File: config.mk
export PLATFORM = sky130hd
export DESIGN_NAME = i2cx_slave
export DESIGN_NICKNAME = d
export VERILOG_FILES = /design/src/rtl/i2cx_pkg.sv /design/src/rtl/i2cx_sync.sv /design/src/rtl/i2cx_ctrl.sv /design/src/rtl/i2cx_slave.sv
export SDC_FILE = /design/constraint.sdc
export NUM_CORES = 1
export LEC_CHECK = 0
export BUFFER_PORTS_ARGS = -buffer_cell sky130_fd_sc_hd__buf_2
export CAP_MARGIN = 25
export CELL_PAD_IN_SITES_DETAIL_PLACEMENT = 0
export CELL_PAD_IN_SITES_GLOBAL_PLACEMENT = 1
export CORE_ASPECT_RATIO = 1.5
export CORE_MARGIN = 1
export CORE_UTILIZATION = 30
export CTS_CLUSTER_DIAMETER = 40
export DETAILED_ROUTE_END_ITERATION = 8
export MAX_ROUTING_LAYER = met4
export PLACE_DENSITY = 0.67
export SLEW_MARGIN = 20
export SYNTH_ARGS = -nofsm -noshare
export SYNTH_HDL_FRONTEND = slang
export SYNTH_SLANG_ARGS = --single-unit
File: constraint.sdc
create_clock -name clk -period 2.2 [get_ports clk]
set_input_delay 0.11 -clock clk [delete_from_list [all_inputs] [get_ports clk]]
set_output_delay 0.11 -clock clk [all_outputs]
set_load 0.05 [all_outputs]
File: src/rtl/i2cx_pkg.sv
package i2cx_pkg;
    parameter int DW    = 8;
    parameter int SEL_W = 4;
    parameter int ADR_W = 7;
    localparam int PFX_W = ADR_W - SEL_W;
    localparam int CNT_W = $clog2(DW);
    localparam logic [PFX_W-1:0] ADDR_PFX = 3'b110;

    typedef enum logic [2:0] {
        ST_IDLE, ST_ADDR, ST_AACK, ST_WDAT, ST_WACK, ST_RDAT, ST_RACK, ST_RLOD
    } ctl_st_e;

    typedef struct packed {
        ctl_st_e          st;
        logic [CNT_W-1:0] cnt;
        logic [DW-1:0]    sh;
        logic [DW-1:0]    mask;
        logic             oe;
        logic             rw;
        logic             sel;     // 1: byte in shifter is the flag byte
        logic             ack_stb;
        logic             flag_stb;
        logic             stop_stb;
    } ctl_reg_t;
endpackage

File: src/rtl/i2cx_sync.sv
module i2cx_sync #(
    parameter int STAGES = 2
) (
    input  logic clk,
    input  logic rst_n,
    input  logic d_i,
    output logic q_o,
    output logic qd_o
);
    logic [STAGES:0] pipe_d, pipe_q;

    always_comb pipe_d = {pipe_q[STAGES-1:0], d_i};

    always_ff @(posedge clk or negedge rst_n) begin
        if (!rst_n) pipe_q <= '1;
        else        pipe_q <= pipe_d;
    end

    assign q_o  = pipe_q[STAGES-1];
    assign qd_o = pipe_q[STAGES];
endmodule

File: src/rtl/i2cx_ctrl.sv
module i2cx_ctrl
    import i2cx_pkg::*;
(
    input  logic             clk,
    input  logic             rst_n,
    input  logic             bus_rst_n,
    input  logic             scl_lvl,
    input  logic             scl_prv,
    input  logic             sda_lvl,
    input  logic             sda_prv,
    input  logic [SEL_W-1:0] dev_sel,
    input  logic [DW-1:0]    port_i,
    input  logic [DW-1:0]    flags_i,
    output logic             sda_oe,
    output logic [DW-1:0]    irq_mask,
    output logic             addr_ack_stb,
    output logic             flag_sent_stb,
    output logic             stop_stb
);
    localparam logic [CNT_W-1:0] LAST = CNT_W'(DW - 1);
    localparam ctl_reg_t RST_VAL = '{st: ST_IDLE, cnt: '0, sh: '0, mask: '1,
                                     oe: 1'b0, rw: 1'b0, sel: 1'b0,
                                     ack_stb: 1'b0, flag_stb: 1'b0, stop_stb: 1'b0};

    ctl_reg_t r_d, r_q;
    logic scl_rise, scl_fall, start_c, stop_c;
    logic [DW-1:0] rx_byte, nxt_byte;

    always_comb begin
        scl_rise = scl_lvl & ~scl_prv;
        scl_fall = ~scl_lvl & scl_prv;
        start_c  = scl_lvl & scl_prv & sda_prv & ~sda_lvl;
        stop_c   = scl_lvl & scl_prv & ~sda_prv & sda_lvl;
        rx_byte  = {r_q.sh[DW-2:0], sda_lvl};
        nxt_byte = r_q.sel ? port_i : flags_i;

        r_d          = r_q;
        r_d.ack_stb  = 1'b0;
        r_d.flag_stb = 1'b0;
        r_d.stop_stb = 1'b0;

        if (!bus_rst_n) begin
            r_d.st  = ST_IDLE;
            r_d.oe  = 1'b0;
            r_d.cnt = '0;
        end else if (start_c) begin
            r_d.st  = ST_ADDR;
            r_d.oe  = 1'b0;
            r_d.cnt = '0;
        end else if (stop_c) begin
            r_d.st       = ST_IDLE;
            r_d.oe       = 1'b0;
            r_d.stop_stb = 1'b1;
        end else begin
            unique case (r_q.st)
                ST_ADDR: if (scl_rise) begin
                    r_d.sh = rx_byte;
                    if (r_q.cnt == LAST) begin
                        r_d.rw = sda_lvl;
                        r_d.st = (r_q.sh[ADR_W-1:0] == {ADDR_PFX, dev_sel}) ? ST_AACK : ST_IDLE;
                    end else begin
                        r_d.cnt = r_q.cnt + 1'b1;
                    end
                end
                ST_AACK: if (scl_fall) begin
                    if (!r_q.oe) begin
                        r_d.oe      = 1'b1;
                        r_d.ack_stb = 1'b1;
                        r_d.sh      = port_i;
                        r_d.sel     = 1'b0;
                    end else begin
                        r_d.cnt = '0;
                        r_d.st  = r_q.rw ? ST_RDAT : ST_WDAT;
                        r_d.oe  = r_q.rw ? ~r_q.sh[DW-1] : 1'b0;
                    end
                end
                ST_WDAT: if (scl_rise) begin
                    r_d.sh = rx_byte;
                    if (r_q.cnt == LAST) begin
                        r_d.mask = rx_byte;
                        r_d.st   = ST_WACK;
                    end else begin
                        r_d.cnt = r_q.cnt + 1'b1;
                    end
                end
                ST_WACK: if (scl_fall) begin
                    if (!r_q.oe) begin
                        r_d.oe = 1'b1;
                    end else begin
                        r_d.oe  = 1'b0;
                        r_d.cnt = '0;
                        r_d.st  = ST_WDAT;
                    end
                end
                ST_RDAT: if (scl_fall) begin
                    if (r_q.cnt == LAST) begin
                        r_d.oe       = 1'b0;
                        r_d.st       = ST_RACK;
                        r_d.flag_stb = r_q.sel;
                    end else begin
                        r_d.cnt = r_q.cnt + 1'b1;
                        r_d.sh  = {r_q.sh[DW-2:0], 1'b0};
                        r_d.oe  = ~r_q.sh[DW-2];
                    end
                end
                ST_RACK: if (scl_rise) begin
                    r_d.st = sda_lvl ? ST_IDLE : ST_RLOD;
                end
                ST_RLOD: if (scl_fall) begin
                    r_d.sel = ~r_q.sel;
                    r_d.sh  = nxt_byte;
                    r_d.oe  = ~nxt_byte[DW-1];
                    r_d.cnt = '0;
                    r_d.st  = ST_RDAT;
                end
                default: ;
            endcase
        end
    end

    always_ff @(posedge clk or negedge rst_n) begin
        if (!rst_n) r_q <= RST_VAL;
        else        r_q <= r_d;
    end

    assign sda_oe        = r_q.oe;
    assign irq_mask      = r_q.mask;
    assign addr_ack_stb  = r_q.ack_stb;
    assign flag_sent_stb = r_q.flag_stb;
    assign stop_stb      = r_q.stop_stb;
endmodule

File: src/rtl/i2cx_slave.sv
module i2cx_slave
    import i2cx_pkg::*;
#(
    parameter int SYNC_STAGES = 2
) (
    input  logic             clk,
    input  logic             rst_n,
    input  logic             bus_rst_n,
    input  logic             scl_i,
    input  logic             sda_i,
    output logic             sda_oe,
    input  logic [SEL_W-1:0] dev_sel,
    input  logic [DW-1:0]    port_i,
    input  logic [DW-1:0]    flags_i,
    output logic [DW-1:0]    irq_mask,
    output logic             addr_ack_stb,
    output logic             flag_sent_stb,
    output logic             stop_stb
);
    localparam int NLINES = 2;   // index 0: SCL, index 1: SDA

    logic [NLINES-1:0] raw, lvl, prv;
    assign raw = {sda_i, scl_i};

    for (genvar g = 0; g < NLINES; g++) begin : g_sync
        i2cx_sync #(.STAGES(SYNC_STAGES)) u_sync (
            .clk  (clk),
            .rst_n(rst_n),
            .d_i  (raw[g]),
            .q_o  (lvl[g]),
            .qd_o (prv[g])
        );
    end

    i2cx_ctrl u_ctrl (
        .clk          (clk),
        .rst_n        (rst_n),
        .bus_rst_n    (bus_rst_n),
        .scl_lvl      (lvl[0]),
        .scl_prv      (prv[0]),
        .sda_lvl      (lvl[1]),
        .sda_prv      (prv[1]),
        .dev_sel      (dev_sel),
        .port_i       (port_i),
        .flags_i      (flags_i),
        .sda_oe       (sda_oe),
        .irq_mask     (irq_mask),
        .addr_ack_stb (addr_ack_stb),
        .flag_sent_stb(flag_sent_stb),
        .stop_stb     (stop_stb)
    );
endmodule

## Yosys cells after proc, flatten, opt, wreduce, memory -nomap -nowiden

Index checks and enable logic that the tools add are counted.
W data, S select, Z words.

| cells by class | value |
|---|---|
| equality and inequality tests | 41 |
| multiplexer cells | 52 |
| reduce and logical (&&, ||, !) cells | 9 |
| bitwise gates (word level) | 17 |
| add/sub/neg operators | 1 |

Operator list:

| cell | count |
|---|---|
| $ne A5 B2 Y1 const B | 12 |
| $mux W14 | 4 |
| $pmux W8 S5 | 1 |
| $mux W8 | 4 |
| $ne A4 B2 Y1 const B | 8 |
| $mux W3 | 10 |
| $mux W6 | 5 |
| $mux W22 | 1 |
| $reduce_and A11 Y1 | 2 |
| $pmux W3 S7 | 1 |
| $mux W19 | 1 |
| $pmux W3 S6 | 1 |
| $mux W1 | 17 |
| $eq A3 B3 Y1 const B | 5 |
| $reduce_and A13 Y1 | 1 |
| $reduce_and A6 Y1 | 2 |
| $mux W11 | 1 |
| $ne A10 B1 Y1 const B | 1 |
| $ne A2 B1 Y1 const B | 5 |
| $not A1 Y1 | 10 |
| $mux W2 | 4 |
| $ne A8 B1 Y1 const B | 1 |
| $and A1 B1 Y1 | 7 |
| $eq A7 B7 Y1 | 1 |
| other kinds (13) | 15 |

| word-level totals | value |
|---|---|
| word-level logic and storage cells | 132 |
| input port bits | 25 |
| register bits | 34 |

## Longest topological paths before layout

| depth | value |
|---|---|
| depth in word-level cells | 8 |
| mapped depth | 7 |
| depth with buffers taken out | 6 |

## Modules after synthesis

Synthesis repeated with hierarchy kept, for this count alone.

| second synthesis, totals | value |
|---|---|
| cells, all modules | 204 |
| area, all modules | 1989.4 sq um |

Modules (own cells, without submodules):

| module | seq. area each (sq um) | area an instance (sq um) | cells each | instances |
|---|---|---|---|---|
| i2cx_ctrl | 710.7 | 1831.8 | 198 | 1 |
| i2cx_sync | 78.8 | 78.8 | 3 | 2 |

## Least setup slack after synthesis

OpenSTA, ideal clock, no wires.

| path | value |
|---|---|
| path type | flip-flop to flip-flop |
| start | reg g_sync[1].u_sync.pipe_q[1] |
| end | reg u_ctrl.r_q, in the netlist u_ctrl.irq_mask[0] |
| stages on the path, launching flop included | 6 |
| arrival time | 1737 ps |
| clock period less this slack | 1820 ps |
| slack | 380 ps |
| cell sequence | dfstp_2 -> buf_2 -> xnor2_1 -> o21ai_2 -> nor4_4 -> mux2_2 |

| on the way | value |
|---|---|
| word-level cells in the longest chain between the ends | 4 |
| elaborated cells between the ends (all ways) | 6 |
| classes of those cells | bitwise: 5; reduce/logical: 1 |

Ends and longest elaborated chain:

| item | line | text |
|---|---|---|
| start, declared | i2cx_sync.sv:10 | `logic [STAGES:0] pipe_d, pipe_q;` |
| start signal, assigned | i2cx_sync.sv:16 | `else pipe_q <= pipe_d;` |
| $not A1 Y1 | i2cx_ctrl.sv:32 | `start_c = scl_lvl & scl_prv & sda_prv & ~sda_lvl;` |
| $and A1 B1 Y1 | i2cx_ctrl.sv:32 |  |
| $not A1 Y1 (no source line) | - |  |
| $reduce_and A6 Y1 (no source line) | - |  |
| end signal, assigned | i2cx_ctrl.sv:123 | `else r_q <= r_d;` |
| end, declared | i2cx_ctrl.sv:25 | `ctl_reg_t r_d, r_q;` |

Parallel ways exist; a longest one is shown, timed or not.
A chain may end at the register's enable or synchronous reset.

## Final worst setup path

| path | value |
|---|---|
| start | reg u_ctrl.r_q[25] (netlist bit) |
| end | reg u_ctrl.r_q[24] (netlist bit) |

| on the way | value |
|---|---|
| word-level cells in the longest chain between the ends | 5 |
| elaborated cells between the ends (all ways) | 21 |
| classes of those cells | eq/ne: 16; mux: 4; reduce/logical: 1 |

Ends and longest elaborated chain:

| item | line | text |
|---|---|---|
| $eq A3 B3 Y1 (tied with other cells) | i2cx_ctrl.sv:55 | `unique case (r_q.st)` |
| $pmux W3 S6 | i2cx_ctrl.sv:55 |  |
| $mux W19 | i2cx_ctrl.sv:50 | `end else if (stop_c) begin` |
| $mux W6 | i2cx_ctrl.sv:46 | `end else if (start_c) begin` |
| $mux W6 | i2cx_ctrl.sv:42 | `if (!bus_rst_n) begin` |

Parallel ways exist; a longest one is shown, timed or not. The select of a mux whose other input is x is not followed.

==> metrics.txt <==
# TYPE chip_impl_metric gauge
chip_impl_info{name="outcome",value="completed"} 1
chip_impl_metric{name="finalWeightedCongestion",unit=""} 0.7810
chip_impl_metric{name="ff2ff_path_depth",unit=""} 5
chip_impl_info{name="grt_busiest_layer",value="met2"} 1
chip_impl_info{name="top_library_cells_by_usage_in_the_layout_fill_and_taps_aside",value="sky130_fd_sc_hd__buf_2, sky130_fd_sc_hd__dfrtp_1, sky130_fd_sc_hd__nor2_1, sky130_fd_sc_hd__a21oi_1, sky130_fd_sc_hd__dfstp_2"} 1
chip_impl_metric{name="leakagePower",unit="nW"} 1.078
chip_impl_metric{name="cts.clk_slew.worst_paths",unit="ns"} 0.07
chip_impl_metric{name="synth_area",unit="mm2"} 0.002082
chip_impl_metric{name="worst-path-max-fanout",unit=""} 16
chip_impl_metric{name="ys_async_sr_fraction",unit=""} 1.000
chip_impl_info{name="crit_end",value="u_ctrl.r_q[24]"} 1
chip_impl_metric{name="worst_slew_margin_rel",unit=""} 0.4872
chip_impl_metric{name="cap_viol_max_count",unit=""} 0
chip_impl_metric{name="final_cell_area",unit="mm2"} 0.002419
chip_impl_metric{name="gr-total-overflow",unit=""} 0
chip_impl_metric{name="ctsHtreeMaxLevel",unit=""} 2
chip_impl_metric{name="final.setup.tns",unit="ns"} 0
chip_impl_metric{name="grt_start_max_net_pins",unit=""} 35
chip_impl_metric{name="post-synth-top-area-fraction",unit=""} 0.2404
chip_impl_info{name="setup_repair_after_global_routing_missed_its_margin",value="no"} 1
chip_impl_metric{name="arrival_time_of_the_worst_setup_path",unit="ns"} 2.20
chip_impl_metric{name="final-max-slew-violation-count",unit=""} 0
chip_impl_metric{name="hold_viol_final",unit=""} 0
chip_impl_metric{name="row_count",unit=""} 36
chip_impl_info{name="postSynth.topFlopCell",value="sky130_fd_sc_hd__dfrtp_1"} 1
chip_impl_metric{name="worst-endpoint-required",unit="ns"} 2.39
chip_impl_metric{name="synthToLayoutAreaGrowth",unit="%"} 16.17
chip_impl_metric{name="fp.dieW",unit="um"} 70.02
chip_impl_metric{name="placed_cells_incl_taps",unit=""} 315
chip_impl_metric{name="setup_viol",unit=""} 0
chip_impl_metric{name="grt.total_usage",unit=""} 0.1591
chip_impl_metric{name="grt_use_met2",unit=""} 0.2885
chip_impl_metric{name="synth.ff_latch_count",unit=""} 34
chip_impl_metric{name="drc_errors",unit=""} 0
chip_impl_metric{name="global_route.usage.met1",unit=""} 0.1733
chip_impl_metric{name="cp_slowest_stage_delay",unit="ns"} 0.65
chip_impl_metric{name="die_h",unit="um"} 104.0
chip_impl_metric{name="floorplan.initialDensity",unit=""} 0.3144
chip_impl_metric{name="register_area",unit="um2"} 869.6
chip_impl_metric{name="synth-edff-count",unit=""} 0
chip_impl_metric{name="final_cells",unit=""} 326
chip_impl_metric{name="post-route-period-util",unit=""} 0.9138
chip_impl_info{name="critical-path-slowest-cell",value="sky130_fd_sc_hd__dfrtp_1"} 1
chip_impl_info{name="critical_path.startpoint",value="u_ctrl.r_q[25]"} 1
chip_impl_metric{name="count_of_tritonroute_iterations_in_the_first_routing_pass",unit=""} 4
chip_impl_metric{name="route.antenna.remaining_nets",unit=""} 0
chip_impl_metric{name="initialDrtViolationCount",unit=""} 63
chip_impl_metric{name="postPlaceCellArea",unit="mm2"} 0.002296
chip_impl_metric{name="ir_worst_vdd",unit="V"} 0.0003529
chip_impl_info{name="critical_path_cell_list",value="nand2_1 -> o32ai_2 -> a21oi_1 -> or3_1 -> o31ai_1"} 1
chip_impl_metric{name="synth.lib_cells_used.distinct",unit=""} 50
chip_impl_metric{name="io_buffer_count",unit=""} 36
chip_impl_metric{name="detail_route.wirelength",unit="mm"} 5.178
chip_impl_metric{name="post-dp-hpwl",unit="mm"} 3.842
chip_impl_metric{name="rrSetupSlack",unit="ns"} 0.19
chip_impl_metric{name="num_antenna_cells",unit=""} 0
chip_impl_metric{name="sinks_on_clock_net",unit=""} 34
chip_impl_info{name="post-synth-top-area-cell",value="sky130_fd_sc_hd__dfrtp_1"} 1
chip_impl_metric{name="synth.yosys.seq_area_share",unit=""} 0.4171
chip_impl_info{name="cts_root_buffer",value="sky130_fd_sc_hd__clkbuf_8"} 1
chip_impl_metric{name="cts-buffers-inserted",unit=""} 5
chip_impl_metric{name="max_freq",unit="GHz"} 0.4974
chip_impl_info{name="layout_commonest_cell",value="sky130_fd_sc_hd__buf_2"} 1
chip_impl_metric{name="syn-mean-instance-area",unit="um2"} 9.684
chip_impl_info{name="timing.rr.start",value="u_ctrl.r_q[25]"} 1
chip_impl_metric{name="clk_latency",unit="ns"} 0.28
chip_impl_metric{name="multi_input_comb_area",unit="mm2"} 0.001070
chip_impl_metric{name="vias",unit=""} 1729
chip_impl_metric{name="grt_pass1_vias",unit=""} 1813
chip_impl_metric{name="drive_gt1_frac",unit=""} 0.3200
chip_impl_info{name="class_of_the_tightest_hold_or_removal_check",value="in -> reg"} 1
chip_impl_metric{name="max-clock-path-buffers",unit=""} 2
chip_impl_metric{name="routed_via_density",unit=""} 5.304
chip_impl_info{name="critical_path_capture_point_type",value="register"} 1
chip_impl_info{name="worst_r2r_endpoint",value="u_ctrl.r_q[24]"} 1
chip_impl_info{name="category_of_the_critical_setup_timing_path",value="reg -> reg"} 1
chip_impl_metric{name="yosysWarnings",unit=""} 0
chip_impl_info{name="post_synth_main_area_contributors",value="sky130_fd_sc_hd__dfrtp_1, sky130_fd_sc_hd__dfstp_2, sky130_fd_sc_hd__mux2_2"} 1
chip_impl_metric{name="routedWlPerCell",unit="um"} 15.88
chip_impl_metric{name="placeableCoreArea",unit="mm2"} 0.006621
chip_impl_info{name="tritoncts",value="yes"} 1
chip_impl_metric{name="timing_worst_slew_pin_value",unit="ns"} 0.7692
chip_impl_info{name="start_kind",value="register"} 1
chip_impl_metric{name="design.final.nets",unit=""} 277
chip_impl_metric{name="grt_antenna_before_repair",unit=""} 0
chip_impl_metric{name="mappedNetlistNets",unit=""} 243
chip_impl_metric{name="global_route_wire_length_before_repair",unit="mm"} 8.907
chip_impl_metric{name="syn-instance-count",unit=""} 215
chip_impl_metric{name="top_level_pins",unit=""} 37
chip_impl_metric{name="grtUsageMet3",unit=""} 0.02326
chip_impl_metric{name="power_density",unit="mW/mm2"} 711.7
chip_impl_metric{name="clock-skew-final",unit="ns"} 0.001230
chip_impl_metric{name="period_needed",unit="ns"} 2.010
chip_impl_metric{name="fillers",unit=""} 694
chip_impl_metric{name="die_area",unit="mm2"} 0.007284
==> worst max-delay path, delay by kind of cell, from the launching register on <==
| family | cells | cell delay (ns) |
|---|---|---|
| AO/OA/AOI/OAI | 3 | 0.59 |
| flip-flops | 1 | 0.65 |
| AND/OR/NAND/NOR | 2 | 0.68 |
==> final cells by class <==
| cell class | instances | share of cell area |
|---|---|---|
| Clock inverter | 1 | 0.002069 |
| Timing Repair Buffer | 47 | 0.1117 |
| Clock buffer | 7 | 0.03570 |
| Tap cell | 76 | 0.03932 |
| Inverter | 6 | 0.009312 |
| Sequential cell | 34 | 0.3595 |
| Multi-Input combinational cell | 155 | 0.4423 |
==> flip-flops by register name, indices dropped and copies added (netlist names) <==
name,count
u_ctrl.sda_oe,1
u_ctrl.addr_ack_stb,1
u_ctrl.irq_mask,8
u_ctrl.flag_sent_stb,1
g_sync.u_sync.pipe_q,6
u_ctrl.r_q,16
u_ctrl.stop_stb,1
==> metrics by stage <==
step / util / hold slack [ns] / worst slack [ns] / power [W]
floorplan: - / -0.1856 / 0.3804 / 0.001125
global placement: 0.3468 / 0.2158 / 0.1454 / 0.001253
detailed placement: 0.3468 / 0.2164 / 0.1206 / 0.001257
CTS: 0.3651 / 0.1664 / 0.1025 / 0.001746
global route: 0.3653 / 0.2065 / 0.02046 / 0.001832
finish: 0.3653 / 0.1742 / 0.1896 / 0.001721
==> worst min path at each step <==
stage                                             to  slack [ns]      start  cells after the start
final                                u_ctrl.stop_stb        0.17  bus_rst_n                      3
after global routing                 u_ctrl.stop_stb        0.21  bus_rst_n                      3
after CTS                            u_ctrl.stop_stb        0.17  bus_rst_n                      3
after detailed placement  g_sync[1].u_sync.pipe_q[0]        0.22      sda_i                      1
after global placement    g_sync[1].u_sync.pipe_q[0]        0.22      sda_i                      1
after floorplan                  u_ctrl.addr_ack_stb       -0.19      rst_n                      0
==> Yosys cell counts (all sizes together), types with 3 or more instances <==
library cell  instances
a22oi                 9
and2                  3
mux2i                 5
buf                  18
a21oi                14
dfstp                14
nand2                11
xnor2                 4
a22o                 10
nor2b                 3
o2bb2ai               4
nor2                 17
mux2                  8
nand2b                4
nor4                  3
dfrtp                20
o31ai                 3
inv                   6
ha                    3
a31oi                 3
o21ai                12
nand3                 9
==> logic make-up after synthesis <==
group | count (synthesis) | share of synthesized area
AO/OA/AOI/OAI | 67 | 0.2278
XOR/XNOR | 6 | 0.02524
adder cells (fa/ha/maj) | 3 | 0.01803
buffers and inverters | 26 | 0.06911
flip-flops | 34 | 0.4171
multiplexers | 13 | 0.06731
AND/OR/NAND/NOR | 66 | 0.1755
==> power breakdown <==
part | total (W) | internal, W | switching, W
Clock | 0.000478 | 0.000253 | 0.000225
Sequential | 0.000841 | 0.000724 | 0.000118
Combinational | 0.000402 | 0.000205 | 0.000198
Total | 0.00172 | 0.00118 | 0.000541
==> routing by layer <==
layer / up-vias / part of all wire
met4: 0 / 0.018
met2: 42 / 0.55
li1: 851 / -
met3: 8 / 0.032
met1: 828 / 0.40
met5: - / 0
==> repair_timing <==
action                                  CTS  global route
hold buffers                              3             0
endpoints found under the setup margin    0             5
buffers inserted                          0             0
gates resized for setup                   0             1
hold endpoints to repair                 22             0
Note: power is estimated with default switching activity, not from simulation.
